## config.mk

```make
export PLATFORM = sky130hd
export DESIGN_NAME = clkcfg_bank
export DESIGN_NICKNAME = d
export VERILOG_FILES = /design/src/rtl/clkcfg_pkg.sv /design/src/rtl/clkcfg_decode.sv /design/src/rtl/clkcfg_lock.sv /design/src/rtl/clkcfg_slot.sv /design/src/rtl/clkcfg_rdmux.sv /design/src/rtl/clkcfg_bank.sv
export SDC_FILE = /design/constraint.sdc
export NUM_CORES = 1
export LEC_CHECK = 0
export BUFFER_PORTS_ARGS = -buffer_cell sky130_fd_sc_hd__buf_2
export CAP_MARGIN = 5
export CELL_PAD_IN_SITES_DETAIL_PLACEMENT = 1
export CELL_PAD_IN_SITES_GLOBAL_PLACEMENT = 1
export CORE_MARGIN = 2
export CORE_UTILIZATION = 47
export CTS_BUF_LIST = sky130_fd_sc_hd__clkbuf_2
export DETAILED_ROUTE_END_ITERATION = 8
export PLACE_DENSITY_LB_ADDON = 0.1
export REMOVE_ABC_BUFFERS = 1
export SLEW_MARGIN = 15
export SYNTH_ARGS = -nofsm -noshare
export SYNTH_HDL_FRONTEND = slang
export SYNTH_SLANG_ARGS = --single-unit
```

## constraint.sdc

```tcl
create_clock -name clk -period 4.8 [get_ports clk]
set_clock_uncertainty 0.15 [all_clocks]
set_input_delay 0.24 -clock clk [delete_from_list [all_inputs] [get_ports clk]]
set_output_delay 0.24 -clock clk [all_outputs]
set_load 0.1 [all_outputs]
```

## src/rtl/clkcfg_pkg.sv

```systemverilog
// Shared constants and decode types for the oscillator configuration bank.
// Assumes at most 16 configuration slots (index field width below).
package clkcfg_pkg;

    localparam int unsigned KEY_W = 16;
    localparam int unsigned IDX_W = 4;

    typedef enum logic [1:0] {
        HIT_NONE = 2'd0,
        HIT_CFG  = 2'd1,
        HIT_SHD  = 2'd2,
        HIT_LOCK = 2'd3
    } hit_kind_e;

    typedef struct packed {
        hit_kind_e         kind;
        logic [IDX_W-1:0]  idx;
    } hit_t;

endpackage

```

## src/rtl/clkcfg_decode.sv

```systemverilog
// Address decoder: maps a byte offset to the register class and slot index.
// Assumes word-aligned offsets; any offset with low bits set is undecoded.
module clkcfg_decode
    import clkcfg_pkg::*;
#(
    parameter int unsigned AW       = 12,
    parameter int unsigned N_OSC    = 5,
    parameter int unsigned CFG_OFF  = 'h00C,
    parameter int unsigned SHD_OFF  = 'h08C,
    parameter int unsigned LOCK_OFF = 'h020
) (
    input  logic [AW-1:0] addr,
    output hit_t          hit
);
    localparam int CFG_W0  = int'(CFG_OFF / 4);
    localparam int SHD_W0  = int'(SHD_OFF / 4);
    localparam int LOCK_W0 = int'(LOCK_OFF / 4);

    logic [AW-3:0] word;
    logic          aligned;
    int            w;

    assign word    = addr[AW-1:2];
    assign aligned = (addr[1:0] == 2'b00);
    assign w       = int'(word);

    // Classify the offset into configuration, reload, guard or nothing.
    always_comb begin
        hit.kind = HIT_NONE;
        hit.idx  = '0;
        if (aligned) begin
            if (w >= CFG_W0 && w < CFG_W0 + int'(N_OSC)) begin
                hit.kind = HIT_CFG;
                hit.idx  = IDX_W'(w - CFG_W0);
            end else if (w >= SHD_W0 && w < SHD_W0 + int'(N_OSC)) begin
                hit.kind = HIT_SHD;
                hit.idx  = IDX_W'(w - SHD_W0);
            end else if (w == LOCK_W0) begin
                hit.kind = HIT_LOCK;
            end
        end
    end
endmodule

```

## src/rtl/clkcfg_lock.sv

```systemverilog
// Write guard for the configuration words. Opens on the key, closes on any
// other value, and closes on either reset. Keeps the last key field written.
// Assumes wr_ok is already qualified by full strobes and the warm reset.
module clkcfg_lock
    import clkcfg_pkg::*;
#(
    parameter logic [KEY_W-1:0] KEY = 16'hA05F
) (
    input  logic             clk,
    input  logic             rst_n,
    input  logic             warm_rst_n,
    input  logic             wr_ok,
    input  logic [KEY_W-1:0] wkey,
    output logic             locked,
    output logic [KEY_W-1:0] key_last
);
    // Guard state and stored key field; both resets close the guard.
    always_ff @(posedge clk) begin
        if (!rst_n || !warm_rst_n) begin
            locked   <= 1'b1;
            key_last <= '0;
        end else if (wr_ok) begin
            locked   <= (wkey != KEY);
            key_last <= wkey;
        end
    end
endmodule

```

## src/rtl/clkcfg_slot.sv

```systemverilog
// One oscillator slot: a configuration word and its reload word.
// Cold reset loads the default into both; warm reset copies reload into
// configuration while the reload word still accepts a write that cycle.
module clkcfg_slot #(
    parameter int unsigned DW          = 32,
    parameter logic [DW-1:0] DEFAULT_V = 32'h0002_C00F
) (
    input  logic          clk,
    input  logic          rst_n,
    input  logic          warm_rst_n,
    input  logic          cfg_we,
    input  logic          shd_we,
    input  logic [DW-1:0] wdata,
    output logic [DW-1:0] cfg_q,
    output logic [DW-1:0] shd_q
);
    // Configuration word: default, reload copy, or guarded write.
    always_ff @(posedge clk) begin
        if (!rst_n)
            cfg_q <= DEFAULT_V;
        else if (!warm_rst_n)
            cfg_q <= shd_q;
        else if (cfg_we)
            cfg_q <= wdata;
    end

    // Reload word: default on cold reset only, otherwise free write.
    always_ff @(posedge clk) begin
        if (!rst_n)
            shd_q <= DEFAULT_V;
        else if (shd_we)
            shd_q <= wdata;
    end
endmodule

```

## src/rtl/clkcfg_rdmux.sv

```systemverilog
// Read multiplexer: selects the word addressed by the decoded hit.
// Undecoded offsets yield zero.
module clkcfg_rdmux
    import clkcfg_pkg::*;
#(
    parameter int unsigned DW    = 32,
    parameter int unsigned N_OSC = 5
) (
    input  hit_t                     hit,
    input  logic [N_OSC-1:0][DW-1:0] cfg_words,
    input  logic [N_OSC-1:0][DW-1:0] shd_words,
    input  logic [DW-1:0]            lock_word,
    output logic [DW-1:0]            rd_word
);
    // Pick the source word for the current read.
    always_comb begin
        rd_word = '0;
        unique case (hit.kind)
            HIT_CFG:  rd_word = cfg_words[hit.idx];
            HIT_SHD:  rd_word = shd_words[hit.idx];
            HIT_LOCK: rd_word = lock_word;
            default:  rd_word = '0;
        endcase
    end
endmodule

```

## src/rtl/clkcfg_bank.sv

```systemverilog
// Top of the key-protected oscillator configuration bank. Decodes the bus,
// qualifies writes (full strobes, guard, warm reset), instantiates one slot
// per oscillator and registers read data. Assumes single-cycle bus requests.
module clkcfg_bank
    import clkcfg_pkg::*;
#(
    parameter int unsigned AW          = 12,
    parameter int unsigned DW          = 32,
    parameter int unsigned N_OSC       = 5,
    parameter int unsigned CFG_OFF     = 'h00C,
    parameter int unsigned SHD_OFF     = 'h08C,
    parameter int unsigned LOCK_OFF    = 'h020,
    parameter logic [KEY_W-1:0] KEY    = 16'hA05F,
    parameter logic [DW-1:0] DEFAULT_V = 32'h0002_C00F
) (
    input  logic                clk,
    input  logic                rst_n,
    input  logic                warm_rst_n,
    input  logic                wr_en,
    input  logic                rd_en,
    input  logic [AW-1:0]       addr,
    input  logic [DW-1:0]       wdata,
    input  logic [DW/8-1:0]     wstrb,
    output logic [DW-1:0]       rdata,
    output logic [N_OSC*DW-1:0] osc_cfg
);
    localparam int unsigned PAD_W = DW - KEY_W - 1;

    hit_t                     hit;
    logic                     full_wr;
    logic                     bus_wr_ok;
    logic                     locked;
    logic [KEY_W-1:0]         key_last;
    logic [DW-1:0]            lock_word;
    logic [DW-1:0]            rd_word;
    logic [N_OSC-1:0][DW-1:0] cfg_words;
    logic [N_OSC-1:0][DW-1:0] shd_words;
    logic [N_OSC*DW-1:0]      shd_flat;

    clkcfg_decode #(
        .AW(AW), .N_OSC(N_OSC), .CFG_OFF(CFG_OFF),
        .SHD_OFF(SHD_OFF), .LOCK_OFF(LOCK_OFF)
    ) u_decode (
        .addr (addr),
        .hit  (hit)
    );

    // Write qualification: all strobes set; warm reset blocks guarded paths.
    assign full_wr   = wr_en && (&wstrb);
    assign bus_wr_ok = full_wr && warm_rst_n;

    clkcfg_lock #(.KEY(KEY)) u_lock (
        .clk        (clk),
        .rst_n      (rst_n),
        .warm_rst_n (warm_rst_n),
        .wr_ok      (bus_wr_ok && (hit.kind == HIT_LOCK)),
        .wkey       (wdata[KEY_W-1:0]),
        .locked     (locked),
        .key_last   (key_last)
    );

    assign lock_word = {{PAD_W{1'b0}}, locked, key_last};

    for (genvar i = 0; i < N_OSC; i++) begin : g_slot
        logic cfg_we_i;
        logic shd_we_i;

        // Per-slot write enables from the decoded index.
        assign cfg_we_i = bus_wr_ok && !locked && (hit.kind == HIT_CFG)
                          && (hit.idx == IDX_W'(i));
        assign shd_we_i = full_wr && (hit.kind == HIT_SHD)
                          && (hit.idx == IDX_W'(i));

        clkcfg_slot #(.DW(DW), .DEFAULT_V(DEFAULT_V)) u_slot (
            .clk        (clk),
            .rst_n      (rst_n),
            .warm_rst_n (warm_rst_n),
            .cfg_we     (cfg_we_i),
            .shd_we     (shd_we_i),
            .wdata      (wdata),
            .cfg_q      (cfg_words[i]),
            .shd_q      (shd_words[i])
        );

        assign osc_cfg[i*DW +: DW]  = cfg_words[i];
        assign shd_flat[i*DW +: DW] = shd_words[i];
    end

    clkcfg_rdmux #(.DW(DW), .N_OSC(N_OSC)) u_rdmux (
        .hit       (hit),
        .cfg_words (cfg_words),
        .shd_words (shd_words),
        .lock_word (lock_word),
        .rd_word   (rd_word)
    );

    // Registered read data, updated only on a read request.
    always_ff @(posedge clk) begin
        if (!rst_n)
            rdata <= '0;
        else if (rd_en)
            rdata <= rd_word;
    end
endmodule

```

* Yosys cells after proc, flatten, opt, wreduce, memory -nomap -nowiden
Cells that the tools add are included.
** Word-level totals
- Word-level logic and storage cells :: 79
- Register bits after elaboration :: 369
** Cells by class
- $add $sub $neg :: 2
- Equal/unequal tests :: 14
- Multiplexer cells :: 20
- Order comparisons :: 5
- Reductions and logical operators :: 25
** Operator list (number)
- 32-bit two-way mux :: 12
- 32-bit binary-select mux with 3-bit select :: 2
- 32-bit case mux with 3 select lines :: 1
- 1-bit logical AND :: 18
- 16-bit != test (second input constant) :: 1
- 6-bit two-way mux :: 2
- 10-bit by 5-bit equality test with 1-bit output (second input constant) :: 1
- 10-bit by 2-bit greater-or-equal comparator with 1-bit output (second input constant) :: 1
- 10-bit by 6-bit greater-or-equal comparator with 1-bit output (second input constant) :: 1
- 10-bit by 4-bit less-than comparator with 1-bit output (second input constant) :: 1
- 10-bit by 6-bit less-than comparator with 1-bit output (second input constant) :: 1
- 2-bit by 1-bit != test with 1-bit output (second input constant) :: 5
- 4-bit by 2-bit equality test with 1-bit output (second input constant) :: 2
- 4-bit by 2-bit subtractor with 4-bit output (second input constant) :: 2
- 2-bit equality test (second input constant) :: 2
- 4-bit by 1-bit equality test with 1-bit output (second input constant) :: 1
- 4-bit by 3-bit equality test with 1-bit output (second input constant) :: 1
- 4-bit logical NOT :: 1
- 4-bit less-than comparator (second input constant) :: 1
- 2-bit two-way mux :: 2
- 4-bit two-way mux :: 1
- 4-bit AND reduction :: 1
- 1-bit logical NOT :: 3
- 2-bit by 1-bit equality test with 1-bit output (second input constant) :: 1
- other kinds (2) :: 2

* Depth between registers and ports, before layout
- Depth in word-level cells :: 10
- Gate-level depth with buffers :: 13
- Mapped depth without buffers :: 8

* Cells and area by module
Synthesis repeated with hierarchy kept, for this count alone.
** Second synthesis, totals
- Cells, all modules :: 1823
- Area, all modules :: 18474.0 µm²
** Modules (own cells, without submodules)
- clkcfg_slot :: times used 5, cells an instance 247, area each 2635.0 µm²
- clkcfg_rdmux :: times used 1, cells an instance 380, area each 3121.7 µm²
- clkcfg_bank :: times used 1, cells an instance 126, area each 1367.6 µm²
- clkcfg_lock :: times used 1, cells an instance 60, area each 658.1 µm²
- clkcfg_decode :: times used 1, cells an instance 22, area each 151.4 µm²

* Least setup slack after synthesis
Ideal clock, no wire load.
- Path kind :: input port to flip-flop
- From :: input addr[2]
- To :: register rdata[10]
- Stages on the path :: 11
- Slack :: 1.798 ns
- Arrival time :: 2.720 ns
- Path buffers :: 5
- Required time :: 4.518 ns
- Cells stage by stage :: clkinv_1 > clkbuf_1 > ha_1 > clkbuf_1 > clkbuf_1 > buf_1 > buf_2 > mux2i_1 > o21ai_0 > a221oi_1 > a31oi_1
** Between the ends
- Word-level cells in the longest chain between the ends :: 8
** Ends and longest elaborated chain
- start, declared :: RTL line clkcfg_bank.sv:21 : input logic [AW-1:0] addr,
- 10-bit by 6-bit greater-or-equal comparator with 1-bit output / 10-bit by 6-bit less-than comparator with 1-bit output (equally long branches) :: RTL line clkcfg_decode.sv:35 : end else if (w >= SHD_W0 && w < SHD_W0 + int'(N_OSC)) begin
- 1-bit logical AND :: RTL line clkcfg_decode.sv:35
- 4-bit two-way mux :: RTL line clkcfg_decode.sv:35
- 6-bit two-way mux (*) :: RTL line clkcfg_decode.sv:32 : if (w >= CFG_W0 && w < CFG_W0 + int'(N_OSC)) begin
- 6-bit two-way mux (*) :: RTL line clkcfg_decode.sv:31 : if (aligned) begin
- 32-bit binary-select mux with 3-bit select, on equally long branches :: RTL line clkcfg_rdmux.sv:20, clkcfg_rdmux.sv:19
- 32-bit two-way mux, on equally long branches :: RTL line clkcfg_rdmux.sv:20, clkcfg_rdmux.sv:19
- 32-bit case mux with 3 select lines (*) :: RTL line clkcfg_rdmux.sv:18 : unique case (hit.kind)
- end signal, assigned :: RTL line clkcfg_bank.sv:102 : rdata <= rd_word;
- end, declared :: RTL line clkcfg_bank.sv:24 : output logic [DW-1:0] rdata,
Mark *: on every way between the ends. The rest lies on a longest branch, timed or not. The select of a mux whose other input is x is not followed.
A chain may end at the register's enable or synchronous reset.

* Worst setup path after layout
- From :: input addr[2]
- To :: register g_slot[1].u_slot.shd_q[20]
** Between the ends
- Word-level cells in the longest chain between the ends :: 8
** Ends and longest elaborated chain
- 10-bit by 6-bit greater-or-equal comparator with 1-bit output, or another cell as far along :: RTL line clkcfg_decode.sv:35
- 1-bit logical AND / 2-bit two-way mux (equally long branches) :: RTL line clkcfg_decode.sv:35, clkcfg_decode.sv:38
- 2-bit two-way mux :: RTL line clkcfg_decode.sv:35
- 6-bit two-way mux (*) :: RTL line clkcfg_decode.sv:32
- 6-bit two-way mux (*) :: RTL line clkcfg_decode.sv:31
- 2-bit equality test :: RTL line clkcfg_bank.sv:71 : assign shd_we_i = full_wr && (hit.kind == HIT_SHD)
- 1-bit logical AND :: RTL line clkcfg_bank.sv:71
- 1-bit logical AND (*) :: RTL line clkcfg_bank.sv:72 : && (hit.idx == IDX_W'(i));
- end signal, assigned :: RTL line clkcfg_slot.sv:32 : shd_q <= wdata;
- end, declared :: RTL line clkcfg_slot.sv:15 : output logic [DW-1:0] shd_q
Mark *: on every way between the ends. The rest lies on a longest branch, timed or not.

==> metrics.csv <==
metric,value,unit
Vias,19600,
PwrDens,309,nW/µm²
Rel. slew slack,0.139,
post-CTS setup buffer count,0,
Seq cells post-synth,369,
Max Clock Freq,235,MHz
CTS tree,yes,
worst skew pair latency,1.07,ns
Worst Setup End Kind,flop,
post-synthesis cell count,2268,
status,"finished, final reports clean",
initial antenna violation count,2,
total grt overflow,0,
Pre-Repair DR Iteration Count,6,
cts bufs inserted,99,
Netlist cell types,64,
fin crit share,0.885,
Worst-path clk slew,0.13,ns
largest net degree at the start of global routing,202,
nets,2604,
GPL Wtd Cong,0.893,
kind of critical path,in -> reg,
Hold Slack,0.0924,ns
CP max-delay cell,dlygate4sd3_1,
"leading cell type in the layout, fill and taps excluded",nand2_1,
Core ar.,36500,µm²
R2R setup slack,1.08,ns
Fin. Hold Viols,0,
die span in y,196,µm
first-pass GRT wire length,120000,µm
Layout area overhead,20.1,%
Final setup viols,0,
port bufs,244,
cells on worst reg2reg path,7,
Leak,8.25,nW
gr usage total,0.407,
Die ar.,38500,µm²
root buf cell,clkbuf_2,
CP Max Fanout,18,
Worst EP required,5.66,ns
slew of the pin with the lowest slew margin,1.29,ns
Final min period,4.25,ns
Core Rows,70,
initial core utilization,0.475,
fin util,0.571,
Final ANT Viol Nets,0,
reg2reg start,u_lock.locked,
min-delay src,warm_rst_n,
Vias/cell,6.36,
Hold Path End,g_slot[1].u_slot.cfg_q[13],
cell family with most CP delay,buffers and inverters,
CP Launch Type,input port,
Synth warnings,0,
fillers,4594,
placed wire-length estimate,47500,µm
Mapped Area,17400,µm²
CP arrival,5.10,ns
cells along the critical path,dlygate4sd3_1 -> buf_2 -> ha_1 -> o21ba_2 -> nand3_1 -> dlygate4sd3_1 -> buf_4 -> nor4_4 -> dlygate4sd3_1 -> nand2_1 -> a21boi_0 -> dlygate4sd3_1,
post-synthesis sequential area ratio,0.426,
vias in the first global route,20000,
1st-iter DRT viols,1666,
clk sinks,369,
Die X,196,µm
IO Pins,245,
DR WL/cell,25.7,µm
htree depth,3,
drt drc,0,
max-cap viol count,0,
asr flop ratio synth,0,
cell mode on critical path,dlygate4sd3_1,
layout cells sized above 1,0.196,
"Top FF cell, synth",dfxtp_1,
"Buf+Inv Stages, Crit Path",6,
final WL,79300,µm
worst reg2reg path endpoint,g_slot[4].u_slot.cfg_q[24],
Worst Hold Class,in -> reg,
RSZ-0062 raised after global routing,false,
Levels on crit path,12,
clock buffer depth,3,
"commonest non-fill, non-tap cells in the layout","nand2_1 (698), dfxtp_1 (369), buf_2 (242), o21ai_0 (163), a31oi_1 (149)",
Final Max Tran Viols,0,
number of enable flip-flop cells after synthesis,0,
Worst VDD drop,0.207,mV
Hold Path Stages,3,
syn_area_per_cell,7.65,µm²
Worst path max stage delay,0.92,ns
## worst register-to-register path, delay by kind of cell, from the launching register on
family	cells	cell delay, ns
buffers and inverters	2	0.89
AO/OA/AOI/OAI	1	0.17
AND/OR/NAND/NOR	4	2.06
flip-flops	1	0.40
## registers in the layout (all words and copies together), names as in the netlist
signal               flops
g_slot.u_slot.cfg_q    160
g_slot.u_slot.shd_q    160
rdata                   32
u_lock.key_last         16
u_lock.locked            1
## Yosys cell counts, types with 10 or more instances
library cell | count | share of area
a211oi_1 | 19 | 0.0082
a21boi_0 | 101 | 0.044
a21boi_1 | 24 | 0.010
a21oi_1 | 25 | 0.0072
a221oi_1 | 17 | 0.0086
a22o_1 | 15 | 0.0076
a31oi_1 | 149 | 0.054
and2_1 | 23 | 0.0083
and3_1 | 31 | 0.011
buf_2 | 29 | 0.0084
clkbuf_1 | 191 | 0.041
dfxtp_1 | 369 | 0.43
mux2_2 | 33 | 0.021
mux2i_1 | 28 | 0.016
nand2_1 | 699 | 0.15
nand3_1 | 46 | 0.013
nor2_1 | 76 | 0.016
nor2b_1 | 11 | 0.0040
o211ai_1 | 27 | 0.012
o21ai_0 | 163 | 0.047
o21ai_1 | 10 | 0.0029
o221ai_1 | 16 | 0.0081
o22ai_1 | 35 | 0.013
## worst max-delay path by stage
| stage | from | end | slack (ns) |
|---|---|---|---|
| 2_1_floorplan | addr[2] | g_slot[2].u_slot.shd_q[10] | -0.89 |
| 5_1_grt | addr[2] | g_slot[4].u_slot.shd_q[24] | 0.52 |
| 3_3_place_gp | addr[2] | g_slot[0].u_slot.cfg_q[3] | 0.86 |
| 4_1_cts | addr[2] | g_slot[1].u_slot.shd_q[20] | 0.75 |
| 6_report | addr[2] | g_slot[1].u_slot.shd_q[20] | 0.55 |
| 3_5_place_dp | addr[2] | g_slot[1].u_slot.shd_q[25] | 0.71 |
## metrics by stage
| stage | setup WS [ns] | area (µm²) | setup TNS, ns | std cells | total power, mW |
|---|---|---|---|---|---|
| 2_1_floorplan | -0.894 | 16400 | -60.39 | 2036 | 3.75 |
| 3_3_place_gp | 0.863 | 18800 | 0 | 2806 | 4.05 |
| 3_5_place_dp | 0.711 | 18800 | 0 | 2806 | 4.06 |
| 4_1_cts | 0.755 | 20800 | 0 | 3084 | 6.42 |
| 5_1_grt | 0.524 | 20800 | 0 | 3085 | 6.65 |
| 6_report | 0.552 | 20800 | 0 | 3085 | 6.43 |
## layout make-up
| cell class | instances | area (µm²) | share of cell area |
|---|---|---|---|
| antenna | 1 | 2.50 | 0.000120 |
| clock buffer | 142 | 711 | 0.0341 |
| clock inverter | 26 | 185 | 0.00889 |
| inverter | 6 | 22.5 | 0.00108 |
| multi-input combinational | 1661 | 9110 | 0.437 |
| sequential | 369 | 7390 | 0.355 |
| tap | 468 | 586 | 0.0281 |
| timing repair buffer | 412 | 2840 | 0.136 |
## what timing repair did
action | CTS | global route
gates resized for setup | 0 | 0
hold buffers | 110 | 0
hold endpoints to repair | 369 | 0
## layer usage
layer	share of wire	track usage
met5	0	0
met4	0.056	0.226
met3	0.089	0.0815
met2	0.46	0.665
met1	0.40	0.503
## power breakdown
part           internal, mW  switching (mW)  leakage, nW
combinational         0.206           0.705         4.58
clock                 0.948            1.40        0.675
sequential             3.11          0.0535         3.00
total                  4.26            2.16         8.25
## logic make-up after synthesis
logic type / count (synthesis) / synth area share
AOI/OAI and AO/OA: 657 / 0.252
xor gates and xnor gates: 1 / 0.000505
adders and majority gates: 2 / 0.00144
buffers and inverters: 238 / 0.0549
DFF: 369 / 0.426
muxes: 61 / 0.0376
and+or+nand+nor: 940 / 0.228
Note: power is estimated with default switching activity, not from simulation.
